===== src/rtl/subwin_pkg.sv =====
package subwin_pkg;
    typedef enum logic [2:0] {
        TGT_NONE,   // no request, or bus not granted
        TGT_RAM,
        TGT_FM,
        TGT_BANK,
        TGT_VIDEO,
        TGT_SPARE   // rest of the miscellaneous page
    } subwin_tgt_e;
endpackage


===== src/rtl/subwin_decode.sv =====
module subwin_decode
    import subwin_pkg::*;
#(
    parameter logic [1:0] GRANT_CODE = 2'b11,
    parameter logic [6:0] BANK_PAGE  = 7'h60,
    parameter logic [6:0] VIDEO_PAGE = 7'h7F
) (
    input  logic        req_valid,
    input  logic [1:0]  bus_state,
    input  logic [6:0]  page,        // window offset bits 14:8
    output subwin_tgt_e tgt
);
    logic [1:0] sel;

    always_comb begin
        sel = page[6:5];             // offset bits 14:13
        tgt = TGT_NONE;
        if (req_valid && (bus_state == GRANT_CODE)) begin
            unique case (sel)
                2'b10:   tgt = TGT_FM;
                2'b11: begin
                    if (page == BANK_PAGE)       tgt = TGT_BANK;
                    else if (page == VIDEO_PAGE) tgt = TGT_VIDEO;
                    else                         tgt = TGT_SPARE;
                end
                default: tgt = TGT_RAM;
            endcase
        end
    end
endmodule


===== src/rtl/subwin_rdlanes.sv =====
module subwin_rdlanes
    import subwin_pkg::*;
#(
    parameter int DW = 16
) (
    input  subwin_tgt_e     tgt,
    input  logic            req_word,
    input  logic            addr_lsb,
    input  logic [DW/2-1:0] ram_rdata,
    input  logic [DW/2-1:0] fm_rdata,
    input  logic [DW-1:0]   last_bus,
    output logic [DW-1:0]   rd_word
);
    localparam int BW = DW / 2;

    always_comb begin
        unique case (tgt)
            TGT_RAM:  rd_word = {2{ram_rdata}};
            TGT_FM:   rd_word = {2{fm_rdata}};
            TGT_BANK, TGT_VIDEO, TGT_SPARE:
                      rd_word = '1;
            default: begin   // open bus
                if (req_word)      rd_word = last_bus;
                else if (addr_lsb) rd_word = {2{last_bus[BW-1:0]}};
                else               rd_word = {2{last_bus[DW-1:BW]}};
            end
        endcase
    end
endmodule


===== src/rtl/subwin_strobes.sv =====
module subwin_strobes
    import subwin_pkg::*;
#(
    parameter int DW          = 16,
    parameter int LAT_W       = 4,
    parameter int BYTE_WR_LAT = 8
) (
    input  subwin_tgt_e     tgt,
    input  logic            req_write,
    input  logic            req_word,
    input  logic            force_ack,
    input  logic [DW-1:0]   wdata,
    output logic [DW/2-1:0] wbyte,
    output logic            bank_bit,
    output logic            ram_rd,
    output logic            ram_wr,
    output logic            fm_rd,
    output logic            fm_wr,
    output logic            bank_wr,
    output logic            halt,
    output logic [LAT_W-1:0] latency
);
    localparam int BW = DW / 2;

    always_comb begin
        wbyte    = req_word ? wdata[DW-1:BW] : wdata[BW-1:0];
        bank_bit = req_word ? wdata[BW] : wdata[0];
        ram_rd   = (tgt == TGT_RAM)  && !req_write;
        ram_wr   = (tgt == TGT_RAM)  &&  req_write;
        fm_rd    = (tgt == TGT_FM)   && !req_write;
        fm_wr    = (tgt == TGT_FM)   &&  req_write;
        bank_wr  = (tgt == TGT_BANK) &&  req_write;
        halt     = (tgt == TGT_VIDEO) && !force_ack;
        latency  = ((tgt == TGT_RAM) && req_write && !req_word)
                   ? LAT_W'(BYTE_WR_LAT) : '0;
    end
endmodule


===== src/rtl/subwin_bridge.sv =====
module subwin_bridge
    import subwin_pkg::*;
#(
    parameter int AW          = 15,
    parameter int DW          = 16,
    parameter int RAM_AW      = 13,
    parameter int FM_PW       = 2,
    parameter int LAT_W       = 4,
    parameter int BYTE_WR_LAT = 8
) (
    input  logic              clk,
    input  logic              rst_n,
    input  logic [1:0]        bus_state,
    input  logic              force_ack,
    input  logic              req_valid,
    input  logic              req_write,
    input  logic              req_word,
    input  logic [AW-1:0]     req_addr,
    input  logic [DW-1:0]     req_wdata,
    output logic              rsp_valid,
    output logic [DW-1:0]     rsp_rdata,
    output logic              halt_req,
    output logic [LAT_W-1:0]  latency_add,
    output logic              ram_rd,
    output logic              ram_wr,
    output logic [RAM_AW-1:0] ram_addr,
    output logic [DW/2-1:0]   ram_wdata,
    input  logic [DW/2-1:0]   ram_rdata,
    output logic              fm_rd,
    output logic              fm_wr,
    output logic [FM_PW-1:0]  fm_port,
    output logic [DW/2-1:0]   fm_wdata,
    input  logic [DW/2-1:0]   fm_rdata,
    output logic              bank_wr,
    output logic              bank_bit
);
    localparam int BW      = DW / 2;
    localparam int PAGE_LO = AW - 7;

    typedef struct packed {
        logic          rsp_valid;
        logic [DW-1:0] rsp_rdata;
        logic [DW-1:0] last_bus;
    } state_t;

    state_t          st_d, st_q;
    subwin_tgt_e     tgt;
    logic [DW-1:0]   rd_word;
    logic [BW-1:0]   wbyte;

    subwin_decode u_decode (
        .req_valid (req_valid),
        .bus_state (bus_state),
        .page      (req_addr[AW-1:PAGE_LO]),
        .tgt       (tgt)
    );

    subwin_rdlanes #(.DW(DW)) u_rdlanes (
        .tgt       (tgt),
        .req_word  (req_word),
        .addr_lsb  (req_addr[0]),
        .ram_rdata (ram_rdata),
        .fm_rdata  (fm_rdata),
        .last_bus  (st_q.last_bus),
        .rd_word   (rd_word)
    );

    subwin_strobes #(.DW(DW), .LAT_W(LAT_W), .BYTE_WR_LAT(BYTE_WR_LAT)) u_strobes (
        .tgt       (tgt),
        .req_write (req_write),
        .req_word  (req_word),
        .force_ack (force_ack),
        .wdata     (req_wdata),
        .wbyte     (wbyte),
        .bank_bit  (bank_bit),
        .ram_rd    (ram_rd),
        .ram_wr    (ram_wr),
        .fm_rd     (fm_rd),
        .fm_wr     (fm_wr),
        .bank_wr   (bank_wr),
        .halt      (halt_req),
        .latency   (latency_add)
    );

    assign ram_addr  = req_addr[RAM_AW-1:0];
    assign fm_port   = req_addr[FM_PW-1:0];
    assign ram_wdata = wbyte;
    assign fm_wdata  = wbyte;

    always_comb begin
        st_d           = st_q;
        st_d.rsp_valid = req_valid && !req_write;
        if (req_valid) begin
            if (req_write) begin
                st_d.last_bus  = req_wdata;
            end else begin
                st_d.rsp_rdata = rd_word;
                st_d.last_bus  = rd_word;
            end
        end
    end

    always_ff @(posedge clk) begin
        if (!rst_n) st_q <= '0;
        else        st_q <= st_d;
    end

    assign rsp_valid = st_q.rsp_valid;
    assign rsp_rdata = st_q.rsp_rdata;

    assert_no_effect_ungranted_R1: assert property (@(posedge clk) disable iff (!rst_n)
        (req_valid && bus_state != 2'b11) |->
        !(ram_rd || ram_wr || fm_rd || fm_wr || bank_wr || halt_req || latency_add != '0));

    assert_rsp_follows_read_R4: assert property (@(posedge clk) disable iff (!rst_n)
        (req_valid && !req_write) |=> rsp_valid);

    assert_no_stray_rsp_R4: assert property (@(posedge clk) disable iff (!rst_n)
        !(req_valid && !req_write) |=> !rsp_valid);

    assert_lane_copy_R4: assert property (@(posedge clk) disable iff (!rst_n)
        (req_valid && !req_write && bus_state == 2'b11 && !req_addr[AW-1]) |=>
        (rsp_rdata[DW-1:BW] == rsp_rdata[BW-1:0]));

    assert_halt_only_video_R7: assert property (@(posedge clk) disable iff (!rst_n)
        halt_req |-> (!force_ack && req_addr[AW-1:PAGE_LO] == 7'h7F));

    assert_latency_byte_ram_R9: assert property (@(posedge clk) disable iff (!rst_n)
        (latency_add != '0) |-> (ram_wr && !req_word));

    assert_single_strobe_R10: assert property (@(posedge clk) disable iff (!rst_n)
        $onehot0({ram_rd, ram_wr, fm_rd, fm_wr, bank_wr}));

    assert_idle_quiet_R10: assert property (@(posedge clk) disable iff (!rst_n)
        !req_valid |-> !(ram_rd || ram_wr || fm_rd || fm_wr || bank_wr || halt_req));
endmodule


===== config.mk =====
export PLATFORM = sky130hd
export DESIGN_NAME = subwin_bridge
export DESIGN_NICKNAME = d
export VERILOG_FILES = /design/src/rtl/subwin_pkg.sv /design/src/rtl/subwin_decode.sv /design/src/rtl/subwin_rdlanes.sv /design/src/rtl/subwin_strobes.sv /design/src/rtl/subwin_bridge.sv
export SDC_FILE = /design/constraint.sdc
export NUM_CORES = 1
export LEC_CHECK = 0
export ABC_CLOCK_PERIOD_IN_PS = 3400
export CAP_MARGIN = 40
export CORE_UTILIZATION = 44
export CTS_BUF_LIST = sky130_fd_sc_hd__clkbuf_8 sky130_fd_sc_hd__clkbuf_16
export CTS_CLUSTER_SIZE = 14
export DETAILED_ROUTE_END_ITERATION = 16
export MAX_ROUTING_LAYER = met4
export PLACE_DENSITY = 0.86
export SLEW_MARGIN = 10
export SYNTH_ARGS = -nofsm -noshare
export SYNTH_HDL_FRONTEND = slang
export SYNTH_SLANG_ARGS = --single-unit

===== constraint.sdc =====
create_clock -name clk -period 3.4 [get_ports clk]
set_input_delay 0.51 -clock clk [delete_from_list [all_inputs] [get_ports clk]]
set_output_delay 0.51 -clock clk [all_outputs]
set_load 0.02 [all_outputs]

# == Word-level counts from Yosys, hierarchy flattened ==
# Index checks and enable logic that the tools add are counted.
# Widths: inputs -> output; s select.
# word_totals
elab_cells,39
ff_bits,33
in_bits,55
# op_classes
reduce_logical,14
n_eq_ne,10
bitwise_logic,1
n_mux,11
# ops
op,n
$mux 16,3
$pmux 16 s3,1
$eq 7x7->1 const B,2
$logic_and 1x1->1,9
$mux 8,1
$eq 2x2->1 const B,3
$eq 3x2->1 const B,2
$eq 3x3->1 const B,2
$mux 3,2
$pmux 3 s2,1
$mux 4,1
$eq 3x1->1 const B,1
$logic_not 1->1,3
$reduce_or 3->1,1
$mux 1,2
$reduce_and 2->1,1
$not 1->1,1

# == Logic depth before layout (Yosys ltp) ==
# depth
depth_word,9
mapped_depth,6
mapped_depth_nobuf,4

# == Cells and area by module ==
# A second synthesis with hierarchy kept.
# hier_totals
hier_cells,285
hier_area_um2,2436.1
# by_module_without_submodules
module,area_each_um2,cells_each,seq_area_each_um2,n_inst
subwin_bridge,1611.5,183,660.6,1
subwin_rdlanes,544.3,68,0.0,1
subwin_strobes,196.4,22,0.0,1
subwin_decode,83.8,12,0.0,1

# == Least setup slack after synthesis ==
# No wires, ideal clock.
# synth_timing
kind,input port to output port
from,in req_write
to,out bank_wr
setup_slack_ps,1113
n_path_buf,2
required_time_ps,2890
t_arrival_ps,1777
stages,3
path_cell_list,buf_2 clkbuf_1 nor4bb_1
# synth_via
elab_chain_cells,1
# synth_rtl
item,line,source
from (decl),subwin_bridge.sv:16,"input logic req_write,"
$logic_and 1x1->1,subwin_strobes.sv:32,bank_wr = (tgt == TGT_BANK) && req_write;
to (decl),subwin_bridge.sv:34,"output logic bank_wr,"
# No other way between the ends.

# == Final worst setup path ==
# layout_timing
from,in req_valid
to,out bank_wr
# layout_via
elab_chain_cells,4
# layout_rtl
item,line,source
from (decl),subwin_bridge.sv:15,"input logic req_valid,"
$logic_and 1x1->1,subwin_decode.sv:18,if (req_valid && (bus_state == GRANT_CODE)) begin
$mux 3,subwin_decode.sv:18,
$eq 3x2->1,subwin_strobes.sv:32,
$logic_and 1x1->1,subwin_strobes.sv:32,
# No other way between the ends.

==> results.txt <==
After routing, the total negative slack on setup checks comes to 0 ps. The final weighted congestion in routability-driven placement came out at approximately 0.83. For this block, the initial DRC count from the detailed router was roughly 120. The remaining design rule violation count is 0. The reg-to-reg endpoint is st_q[12]$_SDFFE_PN0P_.

The number of cells on the worst reg-to-reg path is 3. The via count of the first global-routing pass is slightly above 2,000. The number of antenna violations at the first check in global routing is 0. The floorplan core area came out at 0.005107 sq mm.

The per-instance average area after synthesis came out at between 8 and 9 sq um. The count of hold buffers inserted by post-cts repair came out at 0. The sequential cells in the finished layout cover a total of between 600 and 700 sq um. STA classifies the critical path startpoint as an input port. The number of diodes is 0. STA classifies the critical path endpoint as an output pin. The max-slew headroom at the worst pin came out at between 50 and 60%.

The count of state elements after synthesis is 33. The number of endpoints with negative hold slack in the final report is 0. The clock skew is approximately 6.7 ps. The min-delay analysis places its worst path in the category reg -> reg.

The time the worst path needs with I/O delays and setup is just under 3000 ps. The cell sitting at the root of the clock tree is a sky130_fd_sc_hd__clkbuf_8. The power per standard cell area is roughly 340 mW/mm^2. For this run, the detailed router's first-pass iteration total came to 4.

The worst register-to-register path begins at st_q[12]$_SDFFE_PN0P_. The synthesis-to-finish area growth came out at 31.21%. The area taken by multi-input logic gates is about 0.0012 sq mm. The count of nets left with antenna violations after detail routing came out at 0.

The worst setup slack after layout came out at 450.2 ps. The count of final max-slew check failures came to 0. Dividing the detail-routed wire length by the instance count gives 15.07 microns. The delay of the slowest critical-path stage came out at roughly 670 ps. The die covers approximately 0.0056 sq mm. The top cell types in the final layout, fill and taps aside, are sky130_fd_sc_hd__clkdlybuf4s50_1, sky130_fd_sc_hd__dfxtp_1, sky130_fd_sc_hd__nand2_1, sky130_fd_sc_hd__inv_1, sky130_fd_sc_hd__nor2_1. From bottom edge to top edge, the die measures between 70 and 80 microns. The total number of placement rows came out at 26.

CTS saw 33 sinks. Overall power consumption after layout is estimated at 1030 uW. At the pin with the least slew margin, the transition time is about 690 ps. The startpoint-to-endpoint class of the critical path is in -> out. The top-level port count came out at roughly 110. For this run, the total global-route usage over all layers was measured as between 20 and 25%. The final-stage net count is approximately 380. At the worst endpoint, the required time is just under 3000 ps. For flop-to-flop paths, the worst setup slack is ~2400 ps.

In the routed layout, each cell is associated on average with a via count of about 5.5. For this run the aggregate overflow at the end of global routing stands at 0. The synthesized netlist contains 35 unique library cells. The part of the Yosys area used for sequential elements is ~28%. OpenSTA, run right after detailed placement, puts the worst setup slack at 443.4 ps. After clock tree synthesis, the clock-pin slew on the worst setup and hold paths is about 70 ps.

The warning count from the yosys run came out at 0. The largest driver fanout on the critical path came out at 6. The clock insertion delay at the later pin of the skew report came out at between 200 and 300 ps.

The number of buffers inserted by post-CTS setup repair came out at 0. The TritonCTS clock tree is done. The signal arrival time at the worst endpoint came out at 2440 ps.

The count of vias placed by the detailed router came out at approximately 2,200. By instance count, the cell type seen most on the critical path is sky130_fd_sc_hd__clkdlybuf4s50_1. IR analysis of the VDD net gives a maximum drop of between 0.0002 and 0.00025 V.

The cell area after synthesis is ~0.0023 sq mm. The share of post-route cells with drive strength above 1 came out at under 10%. Setup violations remaining at the end of the flow were counted as 0.

The most common cell after layout, fill and taps aside is sky130_fd_sc_hd__clkdlybuf4s50_1. The horizontal extent of the die is around 75 microns. The number of I/O port buffers came out at 95.

Setup repair after global routing left no endpoint under its margin. The max-cap violation count is 0. The number of levels the H-tree was split into is 2. Entering global routing, the biggest net connects 33 pins. The final wirelength is around 6000 microns.

The top achievable clock speed came out at about 340 MHz. The number of cells traversed by the worst hold path came out at 1. The flow ran to the end, and the final reports show no timing, DRC or antenna violations.

Of the available clock period, the critical path in the final layout requires 86.76%. The sum of net half-perimeters after detailed placement is 4647 microns. Walking the worst path, the cells encountered are clkdlybuf4s50_1, and3_1, nand3_1, nor4bb_1, clkdlybuf4s50_1. The number of filler cells placed in the layout is 458.

The TritonCTS buffer count is 5. The path with the worst hold slack has its endpoint at st_q[3]$_SDFFE_PN0P_. In this run the static leakage power is 0.001255 uW.

The number of standard cells after synthesis is approximately 280. The global-route wire length before repair is 9252 microns. The startpoint of the worst hold path is st_q[3]$_SDFFE_PN0P_. The post-cts repair resize count is 0. Once the floorplan was initialized, standard cells occupied ~46% of the core. The number of buffers on the longest clock path is 2. The slowest stage of the critical path is the sky130_fd_sc_hd__clkdlybuf4s50_1 cell.
report_power, final:
group	leakage [uW]	internal, uW	switching, uW
registers	0.000272	413	17.2
clock network	0.0000491	139	138
logic	0.000934	161	161
total	0.00125	713	316
critical path, delay by kind of cell:
kind / cells / cell delay (ps)
buffers and inverters: 2 / 1220
and+or+nand+nor: 3 / 710
layer usage:
metal	part of all wire (%)	vias up	wire length (microns)	global-route usage, %
met5	0	-	0	-
met4	1.2	0	74	6.499
met3	5.5	13	326	3.481
met2	52	87	3109	39.34
met1	41	1006	2443	26.13
li1	-	1047	-	-
logic make-up after synthesis:
family                 share of synthesized area [%]
flip-flops                                     28.22
other                                         0.1602
buffers and inverters                          21.16
AO/OA/AOI/OAI                                  29.93
AND/OR/NAND/NOR                                13.68
multiplexers                                   6.841
cells in the mapped netlist:
master / instances / area [sq um]
sky130_fd_sc_hd__clkbuf_1: 9 / 33.78
sky130_fd_sc_hd__inv_1: 16 / 60.06
sky130_fd_sc_hd__and3_1: 1 / 6.260
sky130_fd_sc_hd__nand2_1: 18 / 67.56
sky130_fd_sc_hd__buf_4: 43 / 322.8
sky130_fd_sc_hd__nand2b_1: 1 / 6.260
sky130_fd_sc_hd__nand3_1: 1 / 5.000
sky130_fd_sc_hd__nor2b_1: 2 / 12.51
sky130_fd_sc_hd__a21oi_1: 16 / 80.08
sky130_fd_sc_hd__nor3_1: 1 / 5.000
sky130_fd_sc_hd__nor2_1: 17 / 63.81
sky130_fd_sc_hd__nor4bb_1: 2 / 20.02
sky130_fd_sc_hd__a221oi_2: 8 / 120.1
sky130_fd_sc_hd__buf_2: 9 / 45.04
sky130_fd_sc_hd__conb_1: 1 / 3.750
sky130_fd_sc_hd__nand4_1: 1 / 6.260
sky130_fd_sc_hd__a22o_1: 16 / 140.1
sky130_fd_sc_hd__and4b_1: 1 / 10.01
sky130_fd_sc_hd__or2_2: 1 / 6.260
sky130_fd_sc_hd__nor4b_1: 1 / 8.760
sky130_fd_sc_hd__buf_6: 2 / 22.52
sky130_fd_sc_hd__buf_1: 3 / 11.26
sky130_fd_sc_hd__and3b_1: 1 / 8.760
sky130_fd_sc_hd__o21ai_0: 8 / 40.04
sky130_fd_sc_hd__nor3b_1: 2 / 15.01
sky130_fd_sc_hd__and2_1: 1 / 6.260
sky130_fd_sc_hd__nor4_1: 1 / 6.260
sky130_fd_sc_hd__nor2_4: 1 / 11.26
sky130_fd_sc_hd__or2_1: 7 / 43.79
sky130_fd_sc_hd__and4_4: 1 / 11.26
sky130_fd_sc_hd__o221a_1: 16 / 180.2
sky130_fd_sc_hd__mux2i_1: 16 / 160.2
sky130_fd_sc_hd__dfxtp_1: 33 / 660.6
sky130_fd_sc_hd__a22oi_1: 8 / 60.06
sky130_fd_sc_hd__o21ai_1: 16 / 80.08
registers in the layout, summed over array words and instances (netlist names):
name and cells:
st_q 16, rsp_rdata 16, rsp_valid 1
worst max-delay path by stage:
| stage | cells past startpoint | start | endpoint | slack, ps |
|---|---|---|---|---|
| 2_1_floorplan | 3 | req_write | bank_wr | 1110 |
| 3_3_place_gp | 5 | req_valid | bank_wr | 480 |
| 3_5_place_dp | 5 | req_valid | bank_wr | 440 |
| 4_1_cts | 5 | req_valid | bank_wr | 450 |
| 5_1_grt | 5 | req_valid | bank_wr | 370 |
| 6_report | 5 | req_valid | bank_wr | 450 |
through the flow:
stage | hold slack, ps | utilization [%] | cells | instance area (sq um)
4_1_cts | 507.0 | 60.14 | 395 | 3072
3_5_place_dp | 486.1 | 58.53 | 387 | 2989
5_1_grt | 526.7 | 60.14 | 395 | 3072
6_report | 506.3 | 60.14 | 395 | 3072
2_1_floorplan | 470.9 | - | 283 | 2349
3_3_place_gp | 484.5 | 58.38 | 386 | 2982
final cells by class:
| cell class | count | area share, % |
|---|---|---|
| repair buffers | 100 | 32.18 |
| multi-input cells | 168 | 38.82 |
| clock inverters | 3 | 0.4481 |
| flip-flops and latches | 33 | 21.51 |
| well taps | 70 | 2.851 |
| inverters | 16 | 1.955 |
| clock buffers | 5 | 2.240 |
Note: power is estimated with default switching activity, not from simulation.
